<file path="config.mk">
export PLATFORM = sky130hd
export DESIGN_NAME = br_resolver
export DESIGN_NICKNAME = d
export VERILOG_FILES = /design/src/rtl/br_pkg.sv /design/src/rtl/br_decode.sv /design/src/rtl/br_target.sv /design/src/rtl/br_cost.sv /design/src/rtl/br_seq.sv /design/src/rtl/br_resolver.sv
export SDC_FILE = /design/constraint.sdc
export NUM_CORES = 1
export LEC_CHECK = 0
export ABC_CLOCK_PERIOD_IN_PS = 4700
export CELL_PAD_IN_SITES_DETAIL_PLACEMENT = 1
export CELL_PAD_IN_SITES_GLOBAL_PLACEMENT = 1
export CORE_MARGIN = 5
export CORE_UTILIZATION = 49
export CTS_BUF_LIST = sky130_fd_sc_hd__clkbuf_4 sky130_fd_sc_hd__clkbuf_8
export DETAILED_ROUTE_END_ITERATION = 7
export DONT_BUFFER_PORTS = 1
export HOLD_SLACK_MARGIN = 0.12
export PLACE_DENSITY_LB_ADDON = 0.1
export SKIP_LAST_GASP = 1
export SYNTH_ARGS = -nofsm -noshare
export SYNTH_HDL_FRONTEND = slang
export SYNTH_HIERARCHICAL = 1
export SYNTH_SLANG_ARGS = --single-unit
</file>
<file path="constraint.sdc">
create_clock -name clk -period 4.7 [get_ports clk]
set_input_delay 0.94 -clock clk [delete_from_list [all_inputs] [get_ports clk]]
set_output_delay 0.94 -clock clk [all_outputs]
set_load 0.02 [all_outputs]
</file>
<file path="src/rtl/br_pkg.sv">
// Package: shared encodings for the branch resolver.
// Assumes the opcode layout: low five bits 10000 mark a branch,
// bits 7:6 select the flag, bit 5 gives the required flag level.
package br_pkg;

    // Flag selector held in opcode bits 7:6
    typedef enum logic [1:0] {
        SEL_NEG   = 2'b00,
        SEL_OVF   = 2'b01,
        SEL_CARRY = 2'b10,
        SEL_ZERO  = 2'b11
    } flag_sel_e;

    localparam logic [4:0] BRANCH_LOW_BITS = 5'b10000;

    // Extra cycle cost beyond the base cost
    localparam int EXTRA_TAKEN = 1;
    localparam int EXTRA_CROSS = 2;

endpackage

</file>
<file path="src/rtl/br_decode.sv">
// Module: br_decode
// Decodes an opcode byte into a branch-valid indication, then evaluates
// the branch condition against the flag vector.
// Assumes OP_W >= 8. Flags arrive as separate bits and are read, never written.
module br_decode
    import br_pkg::*;
#(
    parameter int OP_W = 8
) (
    input  logic [OP_W-1:0] opcode,
    input  logic            flag_c,
    input  logic            flag_z,
    input  logic            flag_n,
    input  logic            flag_v,
    output logic            is_branch,
    output logic            cond_met
);

    flag_sel_e sel;
    logic      want_set;
    logic      flag_val;

    // Classify the opcode and split out its selector fields
    always_comb begin
        is_branch = (opcode[4:0] == BRANCH_LOW_BITS);
        sel       = flag_sel_e'(opcode[7:6]);
        want_set  = opcode[5];
    end

    // Pick the flag under test
    always_comb begin
        unique case (sel)
            SEL_NEG:   flag_val = flag_n;
            SEL_OVF:   flag_val = flag_v;
            SEL_CARRY: flag_val = flag_c;
            SEL_ZERO:  flag_val = flag_z;
            default:   flag_val = 1'b0;
        endcase
    end

    // The condition holds when the flag level matches the wanted level
    always_comb begin
        cond_met = is_branch && (flag_val == want_set);
    end

    // a non-branch opcode can never report its condition as met
    always_comb begin
        assert_nonbranch_cond_R6: assert (is_branch || !cond_met)
            else $error("condition met on non-branch opcode");
    end

    // Mark upper opcode bits as consumed when OP_W is wider than 8
    if (OP_W > 8) begin : g_wide_op
        logic unused_hi;
        always_comb unused_hi = ^opcode[OP_W-1:8];
    end

endmodule

</file>
<file path="src/rtl/br_target.sv">
// Module: br_target
// Computes the sequential address (instruction + its length), the branch
// target (sequential address + sign-extended displacement) and whether
// the target lies in another page than the sequential address.
// Assumes DISP_W <= PC_W and PAGE_W < PC_W. All sums wrap modulo 2^PC_W.
module br_target #(
    parameter int PC_W      = 16,
    parameter int DISP_W    = 8,
    parameter int PAGE_W    = 8,
    parameter int INSTR_LEN = 2
) (
    input  logic [PC_W-1:0]   inst_addr,
    input  logic [DISP_W-1:0] disp,
    output logic [PC_W-1:0]   seq_pc,
    output logic [PC_W-1:0]   tgt_pc,
    output logic              page_cross
);

    localparam int EXT_W = PC_W - DISP_W;

    logic [PC_W-1:0] disp_ext;

    // Sign-extend the displacement to the address width
    if (EXT_W > 0) begin : g_ext
        always_comb disp_ext = {{EXT_W{disp[DISP_W-1]}}, disp};
    end else begin : g_noext
        always_comb disp_ext = disp[PC_W-1:0];
    end

    // Form the fall-through and target addresses
    always_comb begin
        seq_pc = inst_addr + PC_W'(INSTR_LEN);
        tgt_pc = seq_pc + disp_ext;
    end

    // Compare the page numbers of fall-through and target
    always_comb begin
        page_cross = (seq_pc[PC_W-1:PAGE_W] != tgt_pc[PC_W-1:PAGE_W]);
    end

endmodule

</file>
<file path="src/rtl/br_cost.sv">
// Module: br_cost
// Turns the outcome (taken, page crossing) into a total cycle count and
// the number of extra cycles beyond the base cost.
// Assumes CYC_W is wide enough to hold BASE_CYC + 2.
module br_cost
    import br_pkg::*;
#(
    parameter int CYC_W    = 3,
    parameter int BASE_CYC = 2
) (
    input  logic             taken,
    input  logic             page_cross,
    output logic [CYC_W-1:0] total,
    output logic [CYC_W-1:0] extra
);

    // Extra cycles: none if not taken, one more again on a page change
    always_comb begin
        if (!taken)          extra = '0;
        else if (page_cross) extra = CYC_W'(EXTRA_CROSS);
        else                 extra = CYC_W'(EXTRA_TAKEN);
        total = CYC_W'(BASE_CYC) + extra;
    end

endmodule

</file>
<file path="src/rtl/br_seq.sv">
// Module: br_seq
// Holds busy for a loaded number of cycles after each accepted request.
// Assumes load only arrives while not busy; the top gates it.
module br_seq #(
    parameter int CYC_W = 3
) (
    input  logic             clk,
    input  logic             rst_n,
    input  logic             load,
    input  logic [CYC_W-1:0] extra,
    output logic             busy
);

    logic [CYC_W-1:0] remain;

    // Load the extra-cycle count, then count down to zero
    always_ff @(posedge clk) begin
        if (!rst_n)              remain <= '0;
        else if (load)           remain <= extra;
        else if (remain != '0)   remain <= remain - 1'b1;
    end

    // Busy while cycles remain
    always_comb busy = (remain != '0);

    // the countdown only moves downwards between loads
    assert_countdown_R8: assert property (@(posedge clk) disable iff (!rst_n)
        (busy && !load) |=> (remain == $past(remain) - 1'b1))
        else $error("busy countdown skipped");

endmodule

</file>
<file path="src/rtl/br_resolver.sv">
// Module: br_resolver (top)
// Resolves one conditional relative branch per accepted request: decodes
// the opcode, evaluates the flag, forms the next PC and the cycle cost,
// and registers the result. Busy covers the extra cycles of a taken branch.
// Assumes requests are single-cycle pulses sampled at the rising edge.
module br_resolver #(
    parameter int OP_W      = 8,
    parameter int PC_W      = 16,
    parameter int DISP_W    = 8,
    parameter int PAGE_W    = 8,
    parameter int INSTR_LEN = 2,
    parameter int BASE_CYC  = 2,
    parameter int CYC_W     = 3
) (
    input  logic              clk,
    input  logic              rst_n,
    input  logic              req,
    input  logic [OP_W-1:0]   opcode,
    input  logic [DISP_W-1:0] disp,
    input  logic [PC_W-1:0]   inst_addr,
    input  logic              flag_c,
    input  logic              flag_z,
    input  logic              flag_n,
    input  logic              flag_v,
    output logic              resp_valid,
    output logic              taken,
    output logic [PC_W-1:0]   next_pc,
    output logic [CYC_W-1:0]  cycles,
    output logic              invalid,
    output logic              busy
);

    logic             is_branch;
    logic             cond_met;
    logic [PC_W-1:0]  seq_pc;
    logic [PC_W-1:0]  tgt_pc;
    logic             page_cross;
    logic [CYC_W-1:0] cyc_total;
    logic [CYC_W-1:0] cyc_extra;
    logic             accept;
    logic [PC_W-1:0]  pc_sel;

    br_decode #(.OP_W(OP_W)) u_decode (
        .opcode    (opcode),
        .flag_c    (flag_c),
        .flag_z    (flag_z),
        .flag_n    (flag_n),
        .flag_v    (flag_v),
        .is_branch (is_branch),
        .cond_met  (cond_met)
    );

    br_target #(
        .PC_W(PC_W), .DISP_W(DISP_W), .PAGE_W(PAGE_W), .INSTR_LEN(INSTR_LEN)
    ) u_target (
        .inst_addr  (inst_addr),
        .disp       (disp),
        .seq_pc     (seq_pc),
        .tgt_pc     (tgt_pc),
        .page_cross (page_cross)
    );

    br_cost #(.CYC_W(CYC_W), .BASE_CYC(BASE_CYC)) u_cost (
        .taken      (cond_met),
        .page_cross (page_cross),
        .total      (cyc_total),
        .extra      (cyc_extra)
    );

    br_seq #(.CYC_W(CYC_W)) u_seq (
        .clk   (clk),
        .rst_n (rst_n),
        .load  (accept),
        .extra (cyc_extra),
        .busy  (busy)
    );

    // Accept a request only when no extra cycles are pending
    always_comb accept = req && !busy;

    // Choose target or fall-through address
    always_comb pc_sel = cond_met ? tgt_pc : seq_pc;

    // Pulse resp_valid for one cycle after each accepted request
    always_ff @(posedge clk) begin
        if (!rst_n) resp_valid <= 1'b0;
        else        resp_valid <= accept;
    end

    // Capture the result on accept and hold it until the next one
    always_ff @(posedge clk) begin
        if (!rst_n) begin
            taken   <= 1'b0;
            next_pc <= '0;
            cycles  <= '0;
            invalid <= 1'b0;
        end else if (accept) begin
            taken   <= cond_met;
            next_pc <= pc_sel;
            cycles  <= cyc_total;
            invalid <= !is_branch;
        end
    end

    // an invalid result is never taken and costs the base cycles
    assert_invalid_plain_R6: assert property (@(posedge clk) disable iff (!rst_n)
        (resp_valid && invalid) |-> (!taken && cycles == CYC_W'(BASE_CYC)))
        else $error("invalid opcode produced a taken or costly result");

    // cost is base when not taken, base+1 or base+2 when taken
    assert_cost_range_R5: assert property (@(posedge clk) disable iff (!rst_n)
        resp_valid |-> (taken ? (cycles == CYC_W'(BASE_CYC + 1) ||
                                 cycles == CYC_W'(BASE_CYC + 2))
                              : (cycles == CYC_W'(BASE_CYC))))
        else $error("cycle cost out of range");

    // a request during busy produces no response
    assert_busy_blocks_R8: assert property (@(posedge clk) disable iff (!rst_n)
        busy |=> !resp_valid)
        else $error("response after request during busy");

    // busy in the response cycle exactly when extra cycles exist
    assert_busy_matches_cost_R8: assert property (@(posedge clk) disable iff (!rst_n)
        resp_valid |-> (busy == (cycles > CYC_W'(BASE_CYC))))
        else $error("busy disagrees with cycle cost");

    // results stay put between responses
    assert_hold_R7: assert property (@(posedge clk) disable iff (!rst_n)
        !resp_valid |-> ($stable(next_pc) && $stable(taken) &&
                         $stable(cycles) && $stable(invalid)))
        else $error("result changed without a response");

endmodule

</file>
After elaboration in Yosys (flattened, before gate mapping)
Cells that the tools add are included.
- bitwise operators: 0
- div/mod/pow operators: 0
- shift-type cells: 0
- $lt $le $gt $ge: 0
- $mul: 0
- $add $sub $neg: 4
- eq/ne operators: 6
- reduce and logical (&&, ||, !) cells: 7
- mux-type cells: 6
- operators by type and width (kind ; number):
    $add 16x16->16 ; 1
    $add 16x2->16 const B ; 1
    $mux 16 ; 1
    $mux 3 ; 3
    $ne 8x8->1 ; 1
    $eq 5x5->1 const B ; 1
    $eq 2x2->1 const B ; 2
    $pmux 1 s4 ; 1
    $add 2x3->3 const A ; 1
    $reduce_bool 3->1 ; 1
    $sub 3x1->3 const B ; 1
    $eq 2x1->1 const B ; 1
    $logic_and 1x1->1 ; 2
    $logic_not 1->1 ; 2
    $logic_not 2->1 ; 1
    $mux 2 ; 1
    $reduce_bool 2->1 ; 1
    $eq 1x1->1 ; 1
- bits in writable memories: 0
- memories kept: 0
- bits in latches: 0
- flip-flop bits (word level): 25
- input bits: 39
- bits in read-only memories: 0
- logic and storage cells: 29
- output and inout port bits: 23

Longest topological paths before layout
- depth after elaboration: 6
- depth in mapped cells: 17
- depth with buffers taken out: 16

By module
The synthesis kept the hierarchy.
- modules (own cells, without submodules) (module ; area an instance (µm²) ; cells each ; seq. area each (µm²) ; times used):
    br_target ; 1425.1 ; 177 ; 0.0 ; 1
    br_resolver ; 924.6 ; 95 ; 440.4 ; 1
    br_seq ; 201.4 ; 21 ; 60.1 ; 1
    br_decode ; 50.0 ; 5 ; 0.0 ; 1
    br_cost ; 42.5 ; 7 ; 0.0 ; 1

Worst setup path before layout
No wires, ideal clock.
- path type: input port to flip-flop
- from: input port inst_addr[1]
- to: register u_seq.remain[0]
- setup time: 0.112 ns
- data required time: 4.588 ns
- arrival: 3.788 ns
- stages on the path: 14
- path slack: 0.800 ns
- path buffers: 0
- cell sequence: ha_1 > and3_1 > xor2_1 > ha_1 > a211oi_2 > o21bai_1 > a2111oi_2 > nor3_4 > xnor2_1 > nor4_1 > nand4_1 > nor2b_1 > nor2b_2 > a2111oi_1
- cells in the longest elaborated chain, start to end: 6
- RTL lines (item ; RTL line ; RTL):
    start: declaration ; br_resolver.sv:20 ; input logic [PC_W-1:0] inst_addr,
    $add 16x2->16 ; br_target.sv:32 ; seq_pc = inst_addr + PC_W'(INSTR_LEN);
    named net seq_pc[7] ; br_resolver.sv:35 ; logic [PC_W-1:0] seq_pc;
    $add 16x16->16 ; br_target.sv:33 ; tgt_pc = seq_pc + disp_ext;
    $ne 8x8->1 ; br_target.sv:38 ; page_cross = (seq_pc[PC_W-1:PAGE_W] != tgt_pc[PC_W-1:PAGE_W]);
    named net page_cross ; br_resolver.sv:37 ; logic page_cross;
    $mux 2 ; br_cost.sv:20 ; else if (page_cross) extra = CYC_W'(EXTRA_CROSS);
    $mux 3 ; br_cost.sv:19 ; if (!taken) extra = '0;
    named net cyc_extra[0] ; br_resolver.sv:39 ; logic [CYC_W-1:0] cyc_extra;
    $mux 3 ; br_seq.sv:19 ; else if (load) remain <= extra;
    end signal: assignment ; br_seq.sv:19 ;
    end signal: assignment ; br_seq.sv:20 ; else if (remain != '0) remain <= remain - 1'b1;
    end: declaration ; br_seq.sv:14 ; logic [CYC_W-1:0] remain;
The timed path passes the listed nets, and every way through them passes these cells.
A chain may end at the register's enable or synchronous reset.

Worst setup path after layout
- from: input port inst_addr[1]
- to: register u_seq.remain[0]
- cells in the longest elaborated chain, start to end: 6
- RTL lines (item ; RTL line):
    $add 16x2->16 (*) ; br_target.sv:32
    named net seq_pc[11] ; br_resolver.sv:35
    $add 16x16->16 ; br_target.sv:33
    $ne 8x8->1 (*) ; br_target.sv:38
    named net page_cross ; br_resolver.sv:37
    $mux 2 (*) ; br_cost.sv:20
    $mux 3 (*) ; br_cost.sv:19
    named net cyc_extra[0] ; br_resolver.sv:39
    $mux 3 (*) ; br_seq.sv:19
The timed path passes the listed nets; every way through them passes the cells marked *.

==> run_results.csv <==
group,metric,value,unit
synthesis,synth_flop_cell,"dfxtp_1",
routing,top_layer,"met4",
pwr,pwr-share-comb,44.5,%
placed_design,gp_congestion,0.828,
synthesis,yosys-top-cells-count,"a21oi_1 (25), dfxtp_1 (25), ha_1 (22), o21ai_0 (22), xnor2_1 (22)",
floorplan,dieArea,6960,µm²
global_route,grt_pass1_wl,10.8,mm
layout,fillCellCount,625,
floorplan,rows,26,
routing,postRouteWirelength,6.54,mm
critical_path,cp.arrival,4260,ps
sta,finClkSkew,4.09,ps
pwr,p_seq_share,41.8,%
sta,max_freq,244,MHz
clock_tree,cts_sinks,25,
synthesis,yosysSeqAreaShare,18.9,%
sta,layout_min_cycle_time,4100,ps
global_route,grt_max_degree,48,
global_route,antenna_found_initial,0,
global_route,grt-ovfl-total,0,
clock_tree,clk_latency,260,ps
sta,slew_viol_final,0,
clock_tree,cts-root-buf,"clkbuf_8",
synthesis,synth.distinct_cells,70,
sta,setup_violations,0,
outcome,status,"completed",
sta,finalCritPeriodShare,87.3,%
pwr,p_int,0.000522,W
clock_tree,htree_levels,1,
placed_design,io_buffers,0,
sta,slew-limit-headroom,50.8,%
synthesis,async_reset_ff_share,0,%
clock_tree,ctsResizeCount,0,
sta,hold_viol_final,0,
routing,drtAntennaViolNets,0,
sta,worst_slew_pin_slew,738,ps
placed_design,dp_hpwl,5.37,mm
sta,fin_ws,596,ps
synthesis,synth-edff-count,0,
layout,seq_area,500,µm²
layout,multiInputGateArea,1990,µm²
sta,finalSetupTns,0,ps
routing,initialDrtViolationCount,53,
synthesis,synthCells,305,
layout,insertedDiodeCount,0,
critical_path,cp.required,4850,ps
global_route,grt_pass1_vias,2271,
clock_tree,ctsLongestPathBuffers,2,
critical_path,end_kind,"register",
routing,wl_met2,2.97,mm
floorplan,dieWidth,83.5,µm
run,max_cap_violations,0,
hold_path,hold_path_class,"reg -> reg",
routing,wl_per_cell,17.9,µm
pwr,power.switching,0.000407,W
synthesis,synth_nets,367,
synthesis,synthTopCellsByArea,"dfxtp_1 (19%), ha_1 (10%), xnor2_1 (7.3%), mux2i_1 (6.4%), a21oi_1 (4.7%)",
critical_path,path_class,"in -> reg",
critical_path,crit_path_start_kind,"primary input",
routing,dr_total_vias,2161,
critical_path,crit_path_max_fanout,6,
pwr,p_total,0.000929,W
layout,nets,358,
routing,met1_length,3.21,mm
pwr,leakagePower,1.01,nW
routing,drc_errors,0,
floorplan,io_pins,62,
pwr,sw_frac_of_total,43.8,%
synthesis,synth_seq_cells,25,
clock_tree,cts_buffers,3,
layout,drive_gt1_share,10.2,%
pwr,peakVddDrop,0.216,mV
synthesis,syn_avg_cell_area,8.67,µm²
routing,viasPerCell,5.92,
clock_tree,post_cts_buffers,0,
clock_tree,path_clk_slew,80,ps
synthesis,synth_area,2640,µm²
sta,grt_setup_unrepaired,"no",
floorplan,core_area,5170,µm²
clock_tree,cts_tree,"yes",
synthesis,synth_largest_area_cell,"dfxtp_1",
synthesis,synth_top_area_share,18.9,%
routing,dr_wl_met3,311,µm
layout,areaGrowthSynthToFinish,1.09,%
clock_tree,postCtsHoldBufs,0,
synthesis,ys_warn_count,6,
global_route,grt_use_total,18.7,%
placed_design,preCtsSetupSlack,380,ps
floorplan,start_util,51.1,%
pwr,power.density,348,nW/µm²
floorplan,fp.dieH,83.5,µm
routing,dr.pass1.iters,4,
pwr,clkPwrFrac,13.8,%
-- logic make-up (layout without fill, tap and decap cells) --
group / count (synthesis) / in the layout / synth area share (%)
xor+xnor: 36 / 36 / 13.9
buf+inv: 25 / 15 / 5.77
compound gates: 92 / 92 / 23.7
flops: 25 / 25 / 18.9
simple gates: 85 / 85 / 19.2
other cells: 1 / 1 / 0.142
fa+ha+maj: 23 / 23 / 11.2
mux: 18 / 18 / 7.29
-- final cells by class --
type	count	share of cell area, %
inverters	10	1.40
clock buffers	4	1.83
multi-input cells	255	74.5
repair buffers	1	0.281
well taps	70	3.28
flip-flops and latches	25	18.7
-- per-layer routing --
layer  global-route usage [%]  vias up
met5                        0        -
met4                     4.53        0
met3                     3.95        4
met2                     30.2       38
met1                     25.4     1024
li1                         -     1095
-- metrics by stage --
step           instance area (µm²)  cells  hold slack [ps]  utilization, %
2_1_floorplan                 2640    305              531               -
3_3_place_gp                  2620    361              542            50.7
5_1_grt                       2670    365              589            51.7
6_report                      2670    365              561            51.7
3_5_place_dp                  2620    361              557            50.7
4_1_cts                       2670    365              569            51.7
-- placed cells by master, fill, tap and decap left out, types with 3 or more instances in the layout --
| master | n |
|---|---|
| nor2_1 | 11 |
| and2_1 | 5 |
| nor3_1 | 3 |
| dfxtp_1 | 25 |
| nand2_1 | 19 |
| clkbuf_8 | 3 |
| a211oi_1 | 3 |
| o21ai_0 | 22 |
| xnor2_1 | 22 |
| a21oi_1 | 25 |
| a21boi_1 | 4 |
| mux2i_1 | 17 |
| nor2b_1 | 4 |
| o21ai_1 | 5 |
| inv_1 | 9 |
| ha_1 | 22 |
| xor2_1 | 9 |
| a31oi_1 | 3 |
| nand3_1 | 10 |
| and3_1 | 5 |
| nand4_1 | 4 |
| o211ai_1 | 6 |
| nand2b_1 | 4 |
| a21o_1 | 3 |
-- flip-flops by register name, summed over array words and instances (netlist names) --
register and cells:
u_seq/remain 3, cycles 3, taken 1, next_pc 16, invalid 1, resp_valid 1
-- power groups by stage --
stage / Sequential (W) / Clock, W / Combinational [W]
4_1_cts: 0.000392 / 0.000134 / 0.000415
5_1_grt: 0.000398 / 0.000148 / 0.000462
3_3_place_gp: 0.000394 / 0 / 0.000403
3_5_place_dp: 0.000397 / 0 / 0.000412
2_1_floorplan: 0.000378 / 0 / 0.000363
6_report: 0.000388 / 0.000128 / 0.000413
-- worst paths after layout --
| check | startpoint | to | slack, ps | depth (start not counted) |
|---|---|---|---|---|
| setup / recovery | inst_addr[1] | u_seq/remain[0] | 600 | 16 |
| hold / removal | cycles[2] | cycles[2] | 560 | 2 |
| setup reg to reg | u_seq/remain[0] | u_seq/remain[0] | 2490 | 7 |
| hold reg to reg | cycles[2] | cycles[2] | 560 | 2 |
-- worst max-delay path, cell delays in order --
cell	delay, ps
ha_1	200
nand3_1	170
nor2_4	160
nand3_1	110
xnor2_1	340
ha_1	390
and3_2	240
and3_1	210
a22oi_1	180
and3b_1	200
o21ai_0	90
nor4_1	230
nand4_1	190
nor2b_1	240
nor2b_2	60
a2111oi_1	300
Note: power is estimated with default switching activity, not from simulation.
